--- config.mk ---
export PLATFORM = sky130hd
export DESIGN_NAME = irq_thin_top
export DESIGN_NICKNAME = d
export VERILOG_FILES = /design/src/rtl/irq_thin_pkg.sv /design/src/rtl/irq_thin_chan.sv /design/src/rtl/irq_thin_pack.sv /design/src/rtl/irq_thin_top.sv
export SDC_FILE = /design/constraint.sdc
export NUM_CORES = 1
export LEC_CHECK = 0
export CAP_MARGIN = 10
export CORE_MARGIN = 2
export CORE_UTILIZATION = 43
export DETAILED_ROUTE_END_ITERATION = 6
export HOLD_SLACK_MARGIN = 0.12
export PLACE_DENSITY = 0.86
export SLEW_MARGIN = 20
export SYNTH_ARGS = -nofsm -noshare
export SYNTH_HDL_FRONTEND = slang
export SYNTH_HIERARCHICAL = 1
export SYNTH_SLANG_ARGS = --single-unit
--- constraint.sdc ---
create_clock -name clk -period 1.6 [get_ports clk]
set_clock_uncertainty 0.05 [all_clocks]
set_input_delay 0.24 -clock clk [delete_from_list [all_inputs] [get_ports clk]]
set_output_delay 0.24 -clock clk [all_outputs]
set_load 0.02 [all_outputs]
--- src/rtl/irq_thin_pkg.sv ---
package irq_thin_pkg;
  parameter int THIN_CNT_W = 3;
  parameter int THIN_NCH   = 2;

  typedef logic [THIN_CNT_W-1:0] thin_cnt_t;

  // Counter value after one accepted event.
  function automatic thin_cnt_t thin_step(input thin_cnt_t cur);
    return cur + thin_cnt_t'(1);
  endfunction

  // True when the next event completes a group of skip events.
  function automatic logic thin_hits(input thin_cnt_t cur, input thin_cnt_t skip);
    return thin_step(cur) == skip;
  endfunction

  // True when any clear condition applies to a channel.
  function automatic logic thin_bypass(input logic hold, input logic en,
                                       input thin_cnt_t skip);
    return hold | ~en | (skip == '0);
  endfunction
endpackage

--- src/rtl/irq_thin_chan.sv ---
module irq_thin_chan
  import irq_thin_pkg::*;
(
  input  logic      clk,
  input  logic      rst_n,
  input  logic      hold,
  input  logic      en,
  input  thin_cnt_t skip,
  input  logic      evt,
  output logic      irq,
  output thin_cnt_t cnt
);
  thin_cnt_t cnt_q;
  logic      clr_w;    // any clear condition
  logic      match_w;  // counter sits on the skip value with no event needed
  logic      fire_w;   // event completes a group

  assign clr_w   = thin_bypass(hold, en, skip);
  assign match_w = ~clr_w & (cnt_q == skip);
  assign fire_w  = ~clr_w & ~match_w & evt & thin_hits(cnt_q, skip);

  always_ff @(posedge clk) begin
    if (!rst_n)       cnt_q <= '0;
    else if (clr_w)   cnt_q <= '0;
    else if (match_w) cnt_q <= '0;
    else if (evt)     cnt_q <= fire_w ? '0 : thin_step(cnt_q);
  end

  always_comb begin
    if (clr_w) irq = evt;
    else       irq = fire_w;
  end

  assign cnt = cnt_q;

  assert_clear_on_disable_R2: assert property (@(posedge clk) disable iff (!rst_n)
    !en |=> cnt_q == '0);
  assert_clear_on_zero_skip_R3: assert property (@(posedge clk) disable iff (!rst_n)
    (skip == '0) |=> cnt_q == '0);
  assert_hold_clears_R5: assert property (@(posedge clk) disable iff (!rst_n)
    hold |=> cnt_q == '0);
  assert_wrap_after_pulse_R4: assert property (@(posedge clk) disable iff (!rst_n)
    (irq && !clr_w) |=> cnt_q == '0);
  assert_irq_needs_event_R4: assert property (@(posedge clk) disable iff (!rst_n)
    irq |-> evt);
  assert_count_up_R1: assert property (@(posedge clk) disable iff (!rst_n)
    (!clr_w && !match_w && evt && !irq) |=> cnt_q == thin_cnt_t'($past(cnt_q) + 1'b1));
  assert_idle_keeps_R11: assert property (@(posedge clk) disable iff (!rst_n)
    (!clr_w && !match_w && !evt) |=> $stable(cnt_q));
  assert_match_clears_R12: assert property (@(posedge clk) disable iff (!rst_n)
    match_w |=> cnt_q == '0);
endmodule

--- src/rtl/irq_thin_pack.sv ---
module irq_thin_pack
  import irq_thin_pkg::*;
#(
  parameter int NCH   = THIN_NCH,
  parameter int CNT_W = THIN_CNT_W,
  localparam int FIELD_W = CNT_W + 1,
  localparam int RD_W    = NCH * FIELD_W
) (
  input  logic [NCH*CNT_W-1:0] cnt_flat,   // channel 0 in the lowest slice
  output logic [RD_W-1:0]      rd
);
  // Channel 0 (A) takes the top field, the last channel the bottom field.
  for (genvar i = 0; i < NCH; i++) begin : g_field
    assign rd[(NCH-1-i)*FIELD_W +: FIELD_W] = {1'b0, cnt_flat[i*CNT_W +: CNT_W]};
  end
endmodule

--- src/rtl/irq_thin_top.sv ---
module irq_thin_top
  import irq_thin_pkg::*;
(
  input  logic                  clk,
  input  logic                  rst_n,
  input  logic                  hold_mode,
  input  logic                  a_en,
  input  logic [THIN_CNT_W-1:0] a_skip,
  input  logic                  a_evt,
  input  logic                  b_en,
  input  logic [THIN_CNT_W-1:0] b_skip,
  input  logic                  b_evt,
  output logic                  a_irq,
  output logic                  b_irq,
  output logic [THIN_NCH*(THIN_CNT_W+1)-1:0] cnt_rd
);
  localparam int NCH   = THIN_NCH;
  localparam int CNT_W = THIN_CNT_W;

  logic [NCH-1:0]       en_v, evt_v, irq_v;
  thin_cnt_t            skip_v [NCH];
  logic [NCH*CNT_W-1:0] cnt_flat;

  assign en_v   = {b_en, a_en};
  assign evt_v  = {b_evt, a_evt};
  assign skip_v[0] = a_skip;
  assign skip_v[1] = b_skip;

  for (genvar c = 0; c < NCH; c++) begin : g_chan
    thin_cnt_t cnt_w;
    irq_thin_chan u_chan (
      .clk  (clk),
      .rst_n(rst_n),
      .hold (hold_mode),
      .en   (en_v[c]),
      .skip (skip_v[c]),
      .evt  (evt_v[c]),
      .irq  (irq_v[c]),
      .cnt  (cnt_w)
    );
    assign cnt_flat[c*CNT_W +: CNT_W] = cnt_w;
  end

  irq_thin_pack #(.NCH(NCH), .CNT_W(CNT_W)) u_pack (
    .cnt_flat(cnt_flat),
    .rd      (cnt_rd)
  );

  assign a_irq = irq_v[0];
  assign b_irq = irq_v[1];

  assert_hold_zero_readback_R5: assert property (@(posedge clk) disable iff (!rst_n)
    hold_mode |=> cnt_rd == '0);
  assert_b_event_keeps_a_R9: assert property (@(posedge clk) disable iff (!rst_n)
    (b_evt && !a_evt && a_en && !hold_mode && a_skip != '0
     && $stable(a_skip) && cnt_rd[6:4] != a_skip) |=> $stable(cnt_rd[6:4]));
endmodule

==> summary.txt <==
Synth
  • Post-synth EDFFs: 0
  • Leading post-synthesis cells by cell area: dfxtp_1 19%, xor2_1 11%, nor3_2 9.7%
  • Yosys top cell by area: dfxtp_1
  • Synth Warn #: 6
  • Synthesis-stage register bit count: 6
  • Predominant post-synthesis flop cell: dfxtp_1
  • Synth top area share: 0.193
  • Syn avg cell area: roughly 10 µm²
  • Mapped cell area: 622 µm²
  • Top post-synthesis cells by count: 8 x buf_4, 8 x xor2_1, 6 x dfxtp_1, 6 x nor3_2
  • Sequential fraction of the synthesis area: 0.193
  • Asr flop ratio synth: 0
  • Distinct cell type count of the synthesized netlist: 19
  • Cell count after synthesis: 63

CTS
  • Clock buffer depth: 2
  • Num CTS Buffers: 3
  • H-Tree Depth: 1
  • CTS clk-pin slew, worst paths: 60 ps
  • CTS tree: done
  • Worst-Skew Late Latency: 270 ps
  • CTS sink count: 6
  • CTS root buffer: clkbuf_4

Critical path
  • CP Class: reg2out
  • Startpoint Class: register
  • Worst Path Arrival: 1470 ps
  • Crit path required time: approximately 1300 ps
  • Worst Path Max Fanout: 2
  • RR Startpoint: g_chan[0].u_chan/cnt[0]
  • CP startpoint: g_chan[0].u_chan/cnt[1]
  • Critical Path Sink Type: output port

STA
  • Hold WS: 409 ps
  • RSZ-0062 raised after global routing: true
  • Post-route setup TNS: -255 ps
  • Setup violations, final: 2
  • Min cycle time layout: between 1500 and 2000 ps
  • Post-route clock period utilization: 1.10
  • Maximum clock rate: 570 MHz
  • Hold Vio Cnt, Final: 0
  • Slew Limit Fails: 0
  • Crit path setup slack, layout: -155 ps

Die
  • Die X: 42.0 µm
  • Initial core utilization: 0.466
  • Chip height: 42.0 µm
  • Core Footprint: 1330 µm²
  • DIE AREA: 1770 µm²
  • Row cnt: 13
  • I/O pin cnt: 23

Power
  • Tot Pwr: 0.505 mW
  • Static leakage: 0.550 nW
  • Maximum VDD drop: 486 µV
  • Pwr Density: 456 nW/µm²

Routing
  • Vias per cell: 5.17
  • Drt drc: 0
  • TritonRoute pass-1 iters: 4
  • Via count: 600
  • Routed len/inst: 16.1 µm
  • Drt first-iter violations: 3
  • Antenna viol nets, final: 0
  • Final wirelength: 1870 µm

Worst hold path
  • Hold WC Path Type: in2reg
  • Min-delay src: b_skip[0]

Layout
  • Final Cell Area: between 1000 and 1500 µm²
  • Post-route insts no fill: 116
  • Fin nets: around 120
  • Largest register FFs: 6
  • N_diodes: 0
  • Final Core Density: 0.829
  • Synth-to-layout area growth: 77.9%
  • Layout cells sized above 1: 0.564

Placement
  • Routability cong.: ~0.91
  • DP HPWL: 1230 µm
  • IO Port Bufs: 20
  • Post-DP Area: roughly 940 µm²
  • Placed Cells: 109
  • Post-Place Worst Slack: -682 ps

Run status
  • Run status: finished with violations
  • Failing checks: negative setup slack

Global route
  • Vias in the first global route: 625
  • All-Layer GR Usage: 0.235
  • Global-route wire length before repair: 3000 µm
  • Largest net degree at the start of global routing: 7
  • Initial antenna violation count: 0
  • Grt ovf: 0

Job
  • Max-cap violations: 0
-- routing by layer --
layer	wire [µm]	vias to the layer above	share of wire	GRT usage
li1	-	292	-	-
met4	49	0	0.026	0.0813
met3	121	6	0.065	0.0862
met5	0	-	0	0
met2	884	24	0.47	0.375
met1	812	278	0.43	0.292
-- final timing paths --
kind / end / slack, ps / cells after the start
max: a_irq / -160 / 5
min: g_chan[1].u_chan/cnt[0] / 410 / 3
max reg2reg: g_chan[0].u_chan/cnt[2] / 40 / 7
min reg2reg: g_chan[0].u_chan/cnt[0] / 640 / 3
-- cells in the final DEF (no fill, tap or decap), drive strengths merged, types with 3 or more instances in the layout --
cell type	count
and4	6
inv	4
xnor2	4
clkdlybuf4s50	6
xor2	8
clkbuf	3
nor3	6
dlygate4sd2	7
dfxtp	6
dlymetal6s2s	5
buf	26
-- report_power, final --
group / leakage [nW] / switching [mW] / total, mW / internal [mW]
sequential: 0.0504 / 0.00171 / 0.153 / 0.151
clock: 0.0138 / 0.0756 / 0.162 / 0.0863
combinational: 0.486 / 0.0856 / 0.190 / 0.104
total: 0.550 / 0.163 / 0.505 / 0.342
-- critical path: stages (launching register included) --
cell and delay, ps:
dfxtp_2 340, ha_4 290, xnor2_4 130, nand3_2 120
a41oi_2 150, buf_4 170
-- area by class of cell --
type	instances	area [µm²]
timing repair buffer	44	379
inverter	4	15.0
tap	15	18.8
clock buffer	3	22.5
fill	76	228
multi-input combinational	44	546
sequential	6	125
-- timing repair --
item / 4_1_cts / 5_1_grt
setup buffers: 2 / 2
pin swaps: 5 / 5
hold buffers: 0 / 0
gates resized for setup: 30 / 9
endpoints found under the setup margin: 7 / 3
-- cells by family after synthesis --
kind of cell               after synthesis  synth area share
buffers and inverters                   14             0.133
adders and majority gates                2            0.0402
other                                    1           0.00603
xor gates and xnor gates                14             0.241
AOI/OAI and AO/OA                        4            0.0805
muxes                                    2            0.0322
and+or+nand+nor                         20             0.274
DFF                                      6             0.193
Note: power is estimated with default switching activity, not from simulation.
